$ cat config.mk
export PLATFORM = sky130hd
export DESIGN_NAME = fetch_steer
export DESIGN_NICKNAME = d
export VERILOG_FILES = /design/src/rtl/fetch_steer_pkg.sv /design/src/rtl/fetch_lock_levels.sv /design/src/rtl/fetch_strap_hold.sv /design/src/rtl/fetch_route.sv /design/src/rtl/fetch_steer.sv
export SDC_FILE = /design/constraint.sdc
export NUM_CORES = 1
export LEC_CHECK = 0
export BUFFER_PORTS_ARGS = -buffer_cell sky130_fd_sc_hd__clkbuf_2
export CELL_PAD_IN_SITES_DETAIL_PLACEMENT = 0
export CELL_PAD_IN_SITES_GLOBAL_PLACEMENT = 2
export CORE_UTILIZATION = 21
export DETAILED_ROUTE_END_ITERATION = 16
export PLACE_DENSITY = 0.72
export RECOVER_POWER = 25
export SLEW_MARGIN = 40
export SYNTH_ARGS = -nofsm -noshare
export SYNTH_HDL_FRONTEND = slang
export SYNTH_HIERARCHICAL = 1
export SYNTH_SLANG_ARGS = --single-unit
$ cat constraint.sdc
create_clock -name clk -period 2 [get_ports clk]
set_input_delay 0.2 -clock clk [delete_from_list [all_inputs] [get_ports clk]]
set_output_delay 0.2 -clock clk [all_outputs]
set_load 0.005 [all_outputs]
$ cat src/rtl/fetch_steer_pkg.sv
package fetch_steer_pkg;

  localparam int LOCK_N = 3;

  typedef enum logic [2:0] {
    REQ_FETCH  = 3'd0,
    REQ_TABLE  = 3'd1,
    REQ_VERIFY = 3'd2,
    REQ_PROG   = 3'd3,
    REQ_LOCKRD = 3'd4
  } req_kind_e;

  typedef struct packed {
    logic sel_int;
    logic sel_ext;
    logic deny;
    logic use_mem;
    logic use_lock;
  } route_t;

endpackage

$ cat src/rtl/fetch_lock_levels.sv
module fetch_lock_levels
  import fetch_steer_pkg::*;
(
  input  logic [LOCK_N-1:0] lock_bits,
  output logic [LOCK_N-1:0] prot_o
);

  // level i is active when bit i or any higher bit is programmed
  for (genvar i = 0; i < LOCK_N; i++) begin : g_lvl
    assign prot_o[i] = |lock_bits[LOCK_N-1:i];
  end

endmodule

$ cat src/rtl/fetch_strap_hold.sv
module fetch_strap_hold (
  input  logic clk,
  input  logic rst_n,
  input  logic chip_rst,
  input  logic strap_pin,
  input  logic lock_on,
  output logic strap_eff_o,
  output logic fault_o
);

  logic held_q, held_d;
  logic fault_q, fault_d;

  always_comb begin
    held_d  = held_q;
    if (chip_rst) held_d = strap_pin;
    fault_d = lock_on && !chip_rst && (held_q != strap_pin);
  end

  always_ff @(posedge clk or negedge rst_n) begin
    if (!rst_n) begin
      held_q  <= 1'b0;
      fault_q <= 1'b0;
    end else begin
      held_q  <= held_d;
      fault_q <= fault_d;
    end
  end

  assign strap_eff_o = lock_on ? held_q : strap_pin;
  assign fault_o     = fault_q;

endmodule

$ cat src/rtl/fetch_route.sv
module fetch_route
  import fetch_steer_pkg::*;
#(
  parameter int ADDR_W    = 16,
  parameter int INT_BYTES = 4096
) (
  input  logic [2:0]        kind,
  input  logic              from_ext,
  input  logic [ADDR_W-1:0] addr,
  input  logic              strap_eff,
  input  logic [LOCK_N-1:0] prot,
  output route_t            route_o
);

  localparam logic [ADDR_W-1:0] INT_LIMIT = ADDR_W'(INT_BYTES);

  logic in_low;
  logic tgt_int;

  assign in_low  = addr < INT_LIMIT;
  assign tgt_int = strap_eff && in_low;

  always_comb begin
    route_o = '0;
    case (req_kind_e'(kind))
      REQ_FETCH: begin
        if (tgt_int)      route_o.sel_int = 1'b1;
        else if (prot[2]) route_o.deny    = 1'b1;
        else              route_o.sel_ext = 1'b1;
        route_o.use_mem = !route_o.deny;
      end
      REQ_TABLE: begin
        if (tgt_int && prot[0] && from_ext) route_o.deny    = 1'b1;
        else if (tgt_int)                   route_o.sel_int = 1'b1;
        else                                route_o.sel_ext = 1'b1;
        route_o.use_mem = !route_o.deny;
      end
      REQ_VERIFY: begin
        if (prot[1]) route_o.deny = 1'b1;
        else begin
          route_o.sel_int = 1'b1;
          route_o.use_mem = 1'b1;
        end
      end
      REQ_PROG: begin
        if (prot[0]) route_o.deny    = 1'b1;
        else         route_o.sel_int = 1'b1;
      end
      REQ_LOCKRD: route_o.use_lock = 1'b1;
      default:    route_o = '0;
    endcase
  end

endmodule

$ cat src/rtl/fetch_steer.sv
module fetch_steer
  import fetch_steer_pkg::*;
#(
  parameter int ADDR_W    = 16,
  parameter int DATA_W    = 8,
  parameter int INT_BYTES = 4096
) (
  input  logic              clk,
  input  logic              rst_n,
  input  logic              chip_rst,
  input  logic              strap_pin,
  input  logic [LOCK_N-1:0] lock_bits,
  input  logic              req_valid,
  input  logic [2:0]        req_kind,
  input  logic              req_from_ext,
  input  logic [ADDR_W-1:0] req_addr,
  input  logic [DATA_W-1:0] mem_rdata,
  output logic              sel_int_o,
  output logic              sel_ext_o,
  output logic              deny_o,
  output logic [DATA_W-1:0] rdata_o,
  output logic              strap_fault_o
);

  localparam logic [DATA_W-1:0] FILLER = '1;

  logic [LOCK_N-1:0] prot;
  logic              strap_eff;
  route_t            route;

  fetch_lock_levels u_lvl (
    .lock_bits (lock_bits),
    .prot_o    (prot)
  );

  fetch_strap_hold u_strap (
    .clk         (clk),
    .rst_n       (rst_n),
    .chip_rst    (chip_rst),
    .strap_pin   (strap_pin),
    .lock_on     (prot[0]),
    .strap_eff_o (strap_eff),
    .fault_o     (strap_fault_o)
  );

  fetch_route #(
    .ADDR_W    (ADDR_W),
    .INT_BYTES (INT_BYTES)
  ) u_route (
    .kind      (req_kind),
    .from_ext  (req_from_ext),
    .addr      (req_addr),
    .strap_eff (strap_eff),
    .prot      (prot),
    .route_o   (route)
  );

  logic              sel_int_q, sel_int_d;
  logic              sel_ext_q, sel_ext_d;
  logic              deny_q, deny_d;
  logic [DATA_W-1:0] rdata_q, rdata_d;
  logic              rdata_en;

  always_comb begin
    sel_int_d = req_valid && route.sel_int;
    sel_ext_d = req_valid && route.sel_ext;
    deny_d    = req_valid && route.deny;
    rdata_en  = req_valid && (route.deny || route.use_mem || route.use_lock);
    if (route.deny)          rdata_d = FILLER;
    else if (route.use_lock) rdata_d = {{(DATA_W-LOCK_N){1'b0}}, lock_bits};
    else                     rdata_d = mem_rdata;
  end

  always_ff @(posedge clk or negedge rst_n) begin
    if (!rst_n) begin
      sel_int_q <= 1'b0;
      sel_ext_q <= 1'b0;
      deny_q    <= 1'b0;
      rdata_q   <= FILLER;
    end else begin
      sel_int_q <= sel_int_d;
      sel_ext_q <= sel_ext_d;
      deny_q    <= deny_d;
      if (rdata_en) rdata_q <= rdata_d;
    end
  end

  assign sel_int_o = sel_int_q;
  assign sel_ext_o = sel_ext_q;
  assign deny_o    = deny_q;
  assign rdata_o   = rdata_q;

endmodule

==> metrics.csv, run 1 <==
stage,metric,value,unit
hold_path,hp-start,chip_rst,
global_route,grt_pass1_vias,806,
floorplanning,rows,21,
power_and_ir_drop,clkPwrFrac,27.3,%
sta,finalCritPeriodShare,113,%
sta,tns,-2.22,ns
synth,synth_fp_nets,116,
worst_setup_path,critPathCaptureType,register,
power_and_ir_drop,seq_power_share,42.2,%
routing,viasPerCell,4.55,
synth,synth_mux_area_share,4.10,%
floorplanning,ioPinCount,48,
outcome,outcome,finished with violations,
power_and_ir_drop,power_leakage,0.619,nW
hold_path,hold_path.class,in2reg,
synth,synthSimpleGateAreaFrac,21.1,%
synth,yosysUniqueCellTypes,34,
cts,cts-buffers-inserted,3,
cts,cts.sinks,13,
sta,hold_viol_final,0,
sta,fmax,443,MHz
global_route,grt_usage,11.5,%
synth,synthArstFlopShare,100,%
outcome,failed_checks,setup timing,
floorplanning,die_h,63.5,um
routing,ant_nets,0,
synth,synth-seq-cells,13,
routing,routed_wl,2270,um
cts,cts_root_buf,clkbuf_8,
finish,area_delta_synth_final,57.3,%
global_route,antenna_found_initial,0,
sta,fin_worst_skew,0.000907,ns
worst_setup_path,worstPathMaxFanout,5,
worst_setup_path,crit_required,2.15,ns
worst_setup_path,reg2reg_from,u_strap/held_q$_DFFE_PN0P_,
routing,drc,0,
sta,worst_slack,-0.260,ns
global_route,grt-ovfl-total,0,
power_and_ir_drop,power_density,667,nW/um^2
worst_setup_path,reg2reg_depth,8,
routing,firstDrtPassIters,2,
worst_setup_path,r2r_slack,-0.13,ns
cts,clk_pin_slew,0.05,ns
worst_setup_path,crit_arrival,2.41,ns
routing,wl_per_cell,13.0,um
synth,synth-edff-count,0,
sta,rsz0062_at_grt,true,
placed_design,portBuffers,35,
synth,yosysSeqAreaShare,42.3,%
synth,ys.flop_type,dfstp_2,
hold_path,whs_endpoint,u_strap/fault_o$_DFF_PN0_,
placed_design,dpl.hpwl,1660,um
cts,htree_num_levels,1,
sta,tightest_slew,0.677,ns
finish,drive_gt1_share,64.3,%
floorplanning,dieArea,4030,sq um
worst_setup_path,start_kind,input pin,
synth,ys_warn_count,6,
power_and_ir_drop,p_sw_share,27.8,%
synth,synthAdderAreaFrac,0,%
synth,synth_xor_area_share,1.10,%
power_and_ir_drop,peakVddDrop,0.209,mV
power_and_ir_drop,intPower,601,uW
run,max_cap_violations,0,
synth,synth_compound_area_share,23.2,%
finish,n_fill_cell,382,
synth,synth_area,793,sq um
power_and_ir_drop,switching_power,231,uW
cts,cts_buffer_depth,2,
cts,clock_latency,0.24,ns
worst_setup_path,crit_type,in2reg,
routing,drt-initial-drc-count,23,
finish,final_util,36.0,%
sta,slew_violations,0,
synth,netlist_instances,80,
worst_setup_path,r2r_end,rdata_o[0]$_DFFE_PN1P_,
floorplanning,coreArea,3470,sq um
sta,maxSlewHeadroom,54.9,%
hold_path,hold_depth,2,
finish,final_nets,166,
floorplanning,die_w,63.5,um
synth,synth_top_family_by_area,compound AO/OA/AOI/OAI gates,
sta,layout_min_cycle_time,2.26,ns
synth,syn_avg_cell_area,9.92,sq um
routing,vias,797,
finish,antenna_cells,0,
floorplanning,initial_core_util,22.9,%
placed_design,place_congestion,0.795,
cts,tritoncts,built,
sta,setup_viol,10,
power_and_ir_drop,p_comb_share,30.5,%
global_route,grt_max_degree,14,
global_route,grt_pass1_wl,3590,um
[per-stage QoR]
step | cell area [sq um] | hold slack [ns] | instances | total power, mW | worst slack, ns
after CTS | 1160 | 0.141 | 172 | 0.816 | -0.234
after global placement | 1070 | 0.113 | 165 | 0.565 | -0.434
final | 1250 | 0.147 | 175 | 0.832 | -0.260
after global routing | 1250 | 0.151 | 175 | 0.885 | -0.327
after detailed placement | 1070 | 0.113 | 165 | 0.570 | -0.503
after floorplan | 808 | -0.0956 | 80 | 0.468 | -0.261
[cells in the final DEF (no fill, tap or decap), drive strengths merged, types with 5 or more instances in the layout]
| cell | Yosys | layout |
|---|---|---|
| dfrtp | 5 | 5 |
| inv | 10 | 10 |
| o221ai | 5 | 5 |
| buf | 3 | 14 |
| a2bb2oi | 5 | 5 |
| clkbuf | 1 | 38 |
| dfstp | 8 | 8 |
| nor2 | 11 | 11 |
[layer usage]
layer  up-vias  global-route usage (%)  wire [um]
li1        388                       -          -
met1       383                    14.0        977
met2        24                    19.0       1180
met3         2                    1.63         89
met4         0                    6.82         27
met5         -                       0          0
[critical path: stages]
cell	delay, ns
buf_6	0.09
or3_4	0.38
mux2_4	0.20
or4b_4	0.46
buf_4	0.16
nor3_4	0.16
o31ai_2	0.09
buf_2	0.16
a22o_2	0.23
a221oi_2	0.26
[state kept, by name, summed over array words and instances, names as in the netlist]
name and flops:
deny_o 1, sel_int_o 1, rdata_o 8, u_strap/fault_o 1, u_strap/held_q 1, sel_ext_o 1
[kinds of logic after synthesis]
family / count (synthesis)
AO/OA/AOI/OAI: 20
XOR/XNOR: 1
buffers and inverters: 14
flip-flops: 13
multiplexers: 3
AND/OR/NAND/NOR: 29
[Yosys cell counts, types with 3 or more instances]
cell type   n  area [sq um]
inv_1      10          37.5
nor2_1     10          37.5
dfstp_2     8           210
a2bb2oi_1   5          43.8
dfrtp_1     5           125
o221ai_1    5          43.8
and2_1      3          18.8
nor3_1      3          15.0
[worst max-delay path by stage]
stage,to,slack (ns),startpoint
2_1_floorplan,rdata_o[3]$_DFFE_PN1P_,-0.26,lock_bits[1]
3_3_place_gp,rdata_o[3]$_DFFE_PN1P_,-0.43,lock_bits[1]
3_5_place_dp,rdata_o[5]$_DFFE_PN1P_,-0.50,lock_bits[1]
4_1_cts,rdata_o[5]$_DFFE_PN1P_,-0.23,lock_bits[1]
5_1_grt,rdata_o[6]$_DFFE_PN1P_,-0.33,lock_bits[2]
6_report,rdata_o[0]$_DFFE_PN1P_,-0.26,lock_bits[2]
[power by group through the flow]
stage | clock (mW) | combinational (mW) | sequential [mW]
floorplan | 0 | 0.113 | 0.354
global placement | 0 | 0.213 | 0.353
detailed placement | 0 | 0.214 | 0.356
CTS | 0.238 | 0.226 | 0.352
global route | 0.246 | 0.280 | 0.359
finish | 0.227 | 0.254 | 0.351
[what timing repair did]
item | 4_1_cts | 5_1_grt
endpoints found under the hold margin | 5 | 0
hold buffers | 1 | 0
endpoints found under the setup margin | 10 | 10
resized for setup | 5 | 12
pin swaps | 1 | 9
cloned | 1 | 0
buffers inserted | 1 | 3
[area by class of cell]
cell class              instances  area [sq um]  share of cell area, %
multi-input cells              53           487                   39.0
inverters                      10          37.5                   3.01
clock buffers                   4          45.0                   3.61
well taps                      46          57.6                   4.61
repair buffers                 49           285                   22.9
flip-flops and latches         13           335                   26.9
(Power assumes the default switching activity.)
==> inputs of run 2 (changes only) <==
Settings changed: SETUP_SLACK_MARGIN from default to 0.4.
==> metrics.csv, run 2 (same netlist as run 1, synthesis figures left out) <==
stage,metric,value,unit,change
outcome,outcome,finished with violations,,unchanged
outcome,failed_checks,setup timing,,unchanged
power_and_ir_drop,finalPower,839,uW,was 832 uW
floorplanning,die_w,63.5,um,unchanged
worst_setup_path,cp_slowest_cell,or4b_4,,unchanged
floorplanning,coreArea,3470,sq um,unchanged
hold_path,hp-start,chip_rst,,unchanged
worst_setup_path,critPathCaptureType,register,,unchanged
finish,layout_commonest_cell,clkbuf_2,,unchanged
routing,vias,806,,was 797
finish,area_delta_synth_final,62.3,%,was 57.3%
floorplanning,initial_core_util,22.9,%,unchanged
cts,cts_root_buf,clkbuf_8,,unchanged
cts,cts.sinks,13,,unchanged
worst_setup_path,worstPathMaxFanout,5,,unchanged
hold_path,hold_depth,2,,unchanged
routing,viasPerCell,4.53,,was 4.55
worst_setup_path,crit_arrival,2.41,ns,about the same
worst_setup_path,slowest_delay,0.45,ns,was 0.46 ns
floorplanning,rows,21,,unchanged
routing,drc,0,,unchanged
sta,fmax,444,MHz,was 443 MHz
placed_design,portBuffers,35,,unchanged
worst_setup_path,crit_required,2.15,ns,about the same
worst_setup_path,crit_path_cell_trace,"buf_6, or3_4, mux2_4, or4b_4, o21a_1, o31ai_2, buf_4, and2_4, a2bb2oi_1, o221ai_1",,"was buf_6, or3_4, mux2_4, or4b_4, buf_4, nor3_4, o31ai_2, buf_2, a22o_2, a221oi_2"
power_and_ir_drop,power_density,652,nW/um^2,was 667 nW/um^2
cts,tritoncts,built,,unchanged
finish,layout_common_cells,"33 x clkbuf_2, 14 x buf_4, 9 x inv_1, 9 x nor2_1, 8 x dfstp_2",,"was 33 x clkbuf_2, 12 x buf_4, 10 x nor2_1, 9 x inv_1, 8 x dfstp_2"
worst_setup_path,reg2reg_depth,8,,unchanged
floorplanning,dieArea,4030,sq um,unchanged
sta,finalCritPeriodShare,113,%,about the same
worst_setup_path,r2r_slack,-0.12,ns,was -0.13 ns
power_and_ir_drop,power_leakage,0.643,nW,was 0.619 nW
worst_setup_path,r2r_end,rdata_o[7]$_DFFE_PN1P_,,was rdata_o[0]$_DFFE_PN1P_
finish,largest_reg_flops,8,,unchanged
finish,drive_gt1_share,66.7,%,was 64.3%
global_route,grt_usage,11.7,%,was 11.5%
power_and_ir_drop,peakVddDrop,0.194,mV,was 0.209 mV
worst_setup_path,cpLargestDelayFamily,simple AND/OR/NAND/NOR gates,,unchanged
finish,antenna_cells,0,,unchanged
global_route,grt_pass1_vias,841,,was 806
global_route,grt_pass1_wl,3680,um,was 3590 um
sta,fin_worst_skew,0.000384,ns,was 0.000907 ns
finish,final_util,37.1,%,was 36.0%
sta,hold_viol_final,0,,unchanged
global_route,antenna_found_initial,0,,unchanged
routing,ant_nets,0,,unchanged
worst_setup_path,critPathBufInv,2,,was 3
cts,clock_latency,0.23,ns,was 0.24 ns
sta,worst_slack,-0.254,ns,was -0.260 ns
worst_setup_path,reg2reg_from,u_strap/held_q$_DFFE_PN0P_,,unchanged
sta,tightest_slew,0.654,ns,was 0.677 ns
sta,layout_min_cycle_time,2.25,ns,was 2.26 ns
run,max_cap_violations,0,,unchanged
sta,setup_viol,10,,unchanged
cts,cts-buffers-inserted,3,,unchanged
cts,cts_buffer_depth,2,,unchanged
routing,wl_per_cell,12.7,um,was 13.0 um
worst_setup_path,start_kind,input pin,,unchanged
sta,rsz0062_at_grt,true,,unchanged
sta,maxSlewHeadroom,56.4,%,was 54.9%
hold_path,whs_endpoint,u_strap/fault_o$_DFF_PN0_,,unchanged
sta,hold-worst-slack,0.150,ns,was 0.147 ns
cts,htree_num_levels,1,,unchanged
routing,firstDrtPassIters,2,,unchanged
sta,slew_violations,0,,unchanged
global_route,grt-ovfl-total,0,,unchanged
cts,clk_pin_slew,0.05,ns,about the same
worst_setup_path,crit_type,in2reg,,unchanged
floorplanning,die_h,63.5,um,unchanged
routing,drt-initial-drc-count,14,,was 23
global_route,grt_max_degree,14,,unchanged
floorplanning,ioPinCount,48,,unchanged
finish,final_nets,169,,was 166
placed_design,place_congestion,0.768,,was 0.795
hold_path,hold_path.class,in2reg,,unchanged
placed_design,dpl.hpwl,1610,um,was 1660 um
routing,routed_wl,2270,um,about the same
run 2: cell types whose count changed in the layout (fill, tap and decap cells not counted):
cell | previous run | this run
buf_4 | 12 | 14
buf_6 | 1 | 2
nor2_1 | 10 | 9
nor2_2 | 1 | 2
nor2b_2 | 1 | 0
nor2b_4 | 0 | 1
o221ai_1 | 3 | 2
o221ai_2 | 2 | 3
run 2: worst max path at each step:
stage	startpoint	endpoint	slack, ns	cells past startpoint
finish	lock_bits[2]	rdata_o[7]$_DFFE_PN1P_	-0.25	10
global route	lock_bits[2]	rdata_o[7]$_DFFE_PN1P_	-0.35	10
CTS	lock_bits[1]	rdata_o[4]$_DFFE_PN1P_	-0.25	10
detailed placement	lock_bits[1]	rdata_o[4]$_DFFE_PN1P_	-0.51	10
global placement	lock_bits[1]	rdata_o[4]$_DFFE_PN1P_	-0.47	10
floorplan	lock_bits[1]	rdata_o[3]$_DFFE_PN1P_	-0.26	9
run 2: where the power goes:
group	switching, mW	leakage (nW)	internal (mW)
sequential	0.0251	0.150	0.326
clock	0.0824	0.0228	0.140
combinational	0.124	0.470	0.142
total	0.231	0.643	0.608
run 2: per-stage QoR:
stage | setup TNS, ns | instance area, sq um | std cells | setup WS [ns]
6_report | -2.11 | 1290 | 178 | -0.254
5_1_grt | -2.83 | 1290 | 178 | -0.352
4_1_cts | -1.89 | 1190 | 173 | -0.251
3_5_place_dp | -4.35 | 1060 | 164 | -0.510
3_3_place_gp | -4.04 | 1060 | 164 | -0.465
2_1_floorplan | -2.12 | 808 | 80 | -0.260
run 2: what timing repair did:
item / 4_1_cts / 5_1_grt
gates cloned: 1 / 0
gates resized for setup: 8 / 13
hold buffers: 1 / 0
buffers inserted: 3 / 5
endpoints found under the hold margin: 5 / 0
pin swaps: 4 / 12
setup endpoints to repair: 10 / 11
run 2: final cells by class:
class / count / area, sq um
fill: 377 / 2180
sequential: 13 / 335
inverter: 10 / 37.5
timing repair buffer: 52 / 312
clock buffer: 4 / 45.0
multi-input combinational: 53 / 500
tap: 46 / 57.6
run 2: layer usage:
layer  global-route usage (%)  vias up  share of wire [%]
met5                        0        -                  0
met4                     7.67        0                2.3
met3                     1.99        4                4.8
met2                     19.8       26                 50
met1                     13.3      382                 43
li1                         -      394                  -
==> inputs of run 3 (changes only) <==
Settings changed: CORE_UTILIZATION 21 to 23, PLACE_DENSITY 0.72 to 0.74.
Clock period 2 ns to 2.3 ns, I/O delays scaled along.
==> metrics.csv, run 3 (same netlist as run 1, synthesis figures left out) <==
stage,metric,value,unit,change
sta,finalCritPeriodShare,98.8,%,
cts,cts_root_buf,clkbuf_4,,was clkbuf_8
power_and_ir_drop,switching_power,192,uW,was 231 uW
routing,routed_wl,2190,um,was 2270 um
power_and_ir_drop,power_leakage,0.609,nW,was 0.643 nW
sta,setup_viol,0,,was 10
worst_setup_path,crit_type,in2reg,,unchanged
finish,antenna_cells,0,,unchanged
routing,drt-initial-drc-count,17,,was 14
finish,largest_reg_flops,8,,unchanged
floorplanning,coreArea,3150,sq um,was 3470 sq um
floorplanning,die_w,60.7,um,was 63.5 um
sta,fmax,440,MHz,
floorplanning,dieArea,3690,sq um,was 4030 sq um
power_and_ir_drop,peakVddDrop,0.148,mV,was 0.194 mV
floorplanning,initial_core_util,25.2,%,was 22.9%
floorplanning,ioPinCount,48,,unchanged
global_route,grt_usage,12.7,%,was 11.7%
cts,tritoncts,built,,unchanged
placed_design,dpl.hpwl,1490,um,was 1610 um
power_and_ir_drop,intPower,465,uW,was 608 uW
run,max_cap_violations,0,,unchanged
hold_path,hold_path.class,in2reg,,unchanged
placed_design,place_congestion,0.758,,was 0.768
finish,layout_common_cells,"33 x clkbuf_2, 12 x buf_4, 10 x inv_1, 10 x nor2_1, 8 x dfstp_2",,"was 33 x clkbuf_2, 14 x buf_4, 9 x inv_1, 9 x nor2_1, 8 x dfstp_2"
global_route,antenna_found_initial,0,,unchanged
routing,ant_nets,0,,unchanged
global_route,grt-ovfl-total,0,,unchanged
worst_setup_path,worstPathMaxFanout,5,,unchanged
sta,slew_violations,0,,unchanged
global_route,grt_pass1_vias,731,,was 841
global_route,grt_max_degree,14,,unchanged
finish,n_fill_cell,337,,was 377
finish,drive_gt1_share,63.6,%,was 66.7%
finish,layout_commonest_cell,clkbuf_2,,unchanged
cts,cts_buffer_depth,2,,unchanged
finish,final_cells,173,,was 178
cts,clock_latency,0.27,ns,was 0.23 ns
sta,hold_viol_final,0,,unchanged
sta,fin_worst_skew,0.00726,ns,was 0.000384 ns
sta,tns,0,ns,was -2.11 ns
power_and_ir_drop,p_sw_share,29.2,%,was 27.6%
worst_setup_path,critPathCaptureType,register,,unchanged
global_route,grt_pass1_wl,3350,um,was 3680 um
worst_setup_path,r2r_slack,0.15,ns,was -0.12 ns
routing,vias,783,,was 806
routing,firstDrtPassIters,2,,unchanged
worst_setup_path,crit_arrival,2.46,ns,was 2.41 ns
floorplanning,die_h,60.7,um,was 63.5 um
sta,maxSlewHeadroom,52.7,%,was 56.4%
worst_setup_path,crit_required,2.48,ns,was 2.15 ns
cts,cts.sinks,13,,unchanged
sta,rsz0062_at_grt,true,,unchanged
routing,viasPerCell,4.53,,about the same
worst_setup_path,start_kind,input pin,,unchanged
sta,tightest_slew,0.710,ns,was 0.654 ns
floorplanning,rows,20,,was 21
power_and_ir_drop,seq_power_share,46.2,%,was 41.8%
routing,drc,0,,unchanged
outcome,outcome,completed,,was finished with violations
placed_design,place_inst,161,,was 164
cts,clk_pin_slew,0.07,ns,was 0.05 ns
placed_design,portBuffers,35,,unchanged
sta,layout_min_cycle_time,2.27,ns,
power_and_ir_drop,p_comb_share,33.0,%,was 31.7%
power_and_ir_drop,clkPwrFrac,20.8,%,was 26.5%
cts,htree_num_levels,1,,unchanged
power_and_ir_drop,power_density,538,nW/um^2,was 652 nW/um^2
cts,cts-buffers-inserted,3,,unchanged
finish,final_nets,166,,was 169
routing,wl_per_cell,12.7,um,about the same
finish,area_delta_synth_final,53.9,%,was 62.3%
==> run 3: layer usage <==
layer  vias to the layer above  GRT usage (%)  share of wire [%]
li1                        389              -                  -
met1                       366           16.2                 44
met2                        26           19.6                 50
met3                         2           2.77                5.1
met4                         0           7.79                1.2
met5                         -              0                  0
==> run 3: worst max-delay path: stages <==
cell	delay (ns)
buf_6	0.09
or3_4	0.40
mux2_4	0.20
or4b_4	0.46
o21a_1	0.21
o31ai_2	0.28
buf_4	0.19
and2_4	0.18
a2bb2oi_2	0.05
o221ai_1	0.16
==> run 3: repair_timing <==
item	CTS	global route
gates resized for setup	4	11
pin swaps	2	10
hold buffers	1	0
endpoints found under the hold margin	5	0
buffers inserted	1	5
endpoints found under the setup margin	10	10
cloned	1	0
==> run 3: area by class of cell <==
class	count	area, sq um	share of cell area [%]
Inverter	10	37.5	3.07
Sequential cell	13	335	27.5
Timing Repair Buffer	49	285	23.4
Multi-Input combinational cell	53	482	39.4
Clock buffer	4	26.3	2.15
Tap cell	44	55.1	4.51
==> run 3: power by group through the flow <==
| stage | registers [mW] | logic (mW) | clock network (mW) |
|---|---|---|---|
| detailed placement | 0.307 | 0.182 | 0 |
| CTS | 0.304 | 0.188 | 0.146 |
| floorplan | 0.308 | 0.0984 | 0 |
| global placement | 0.306 | 0.180 | 0 |
| finish | 0.304 | 0.217 | 0.137 |
| global route | 0.309 | 0.241 | 0.157 |
==> run 3: per-stage QoR <==
stage / setup slack, ns / hold WS (ns) / power, mW / util, % / cell area (sq um)
floorplan: 0.00955 / -0.0656 / 0.407 / - / 808
global placement: -0.206 / 0.137 / 0.486 / 33.4 / 1050
detailed placement: -0.254 / 0.148 / 0.489 / 33.4 / 1050
CTS: 0.0507 / 0.135 / 0.637 / 35.5 / 1120
global route: -0.0502 / 0.134 / 0.707 / 38.7 / 1220
finish: 0.0280 / 0.143 / 0.657 / 38.7 / 1220
==> run 3: worst paths after layout <==
| kind | startpoint | to | cells after the start |
|---|---|---|---|
| max | lock_bits[2] | rdata_o[3]$_DFFE_PN1P_ | 10 |
| min | chip_rst | u_strap/fault_o$_DFF_PN0_ | 2 |
| max reg2reg | u_strap/held_q$_DFFE_PN0P_ | rdata_o[3]$_DFFE_PN1P_ | 8 |
| min reg2reg | rdata_o[2]$_DFFE_PN1P_ | rdata_o[2]$_DFFE_PN1P_ | 2 |
| max in group asynchronous | rst_n | sel_int_o$_DFF_PN0_ | 2 |
| min in group asynchronous | rst_n | deny_o$_DFF_PN0_ | 2 |
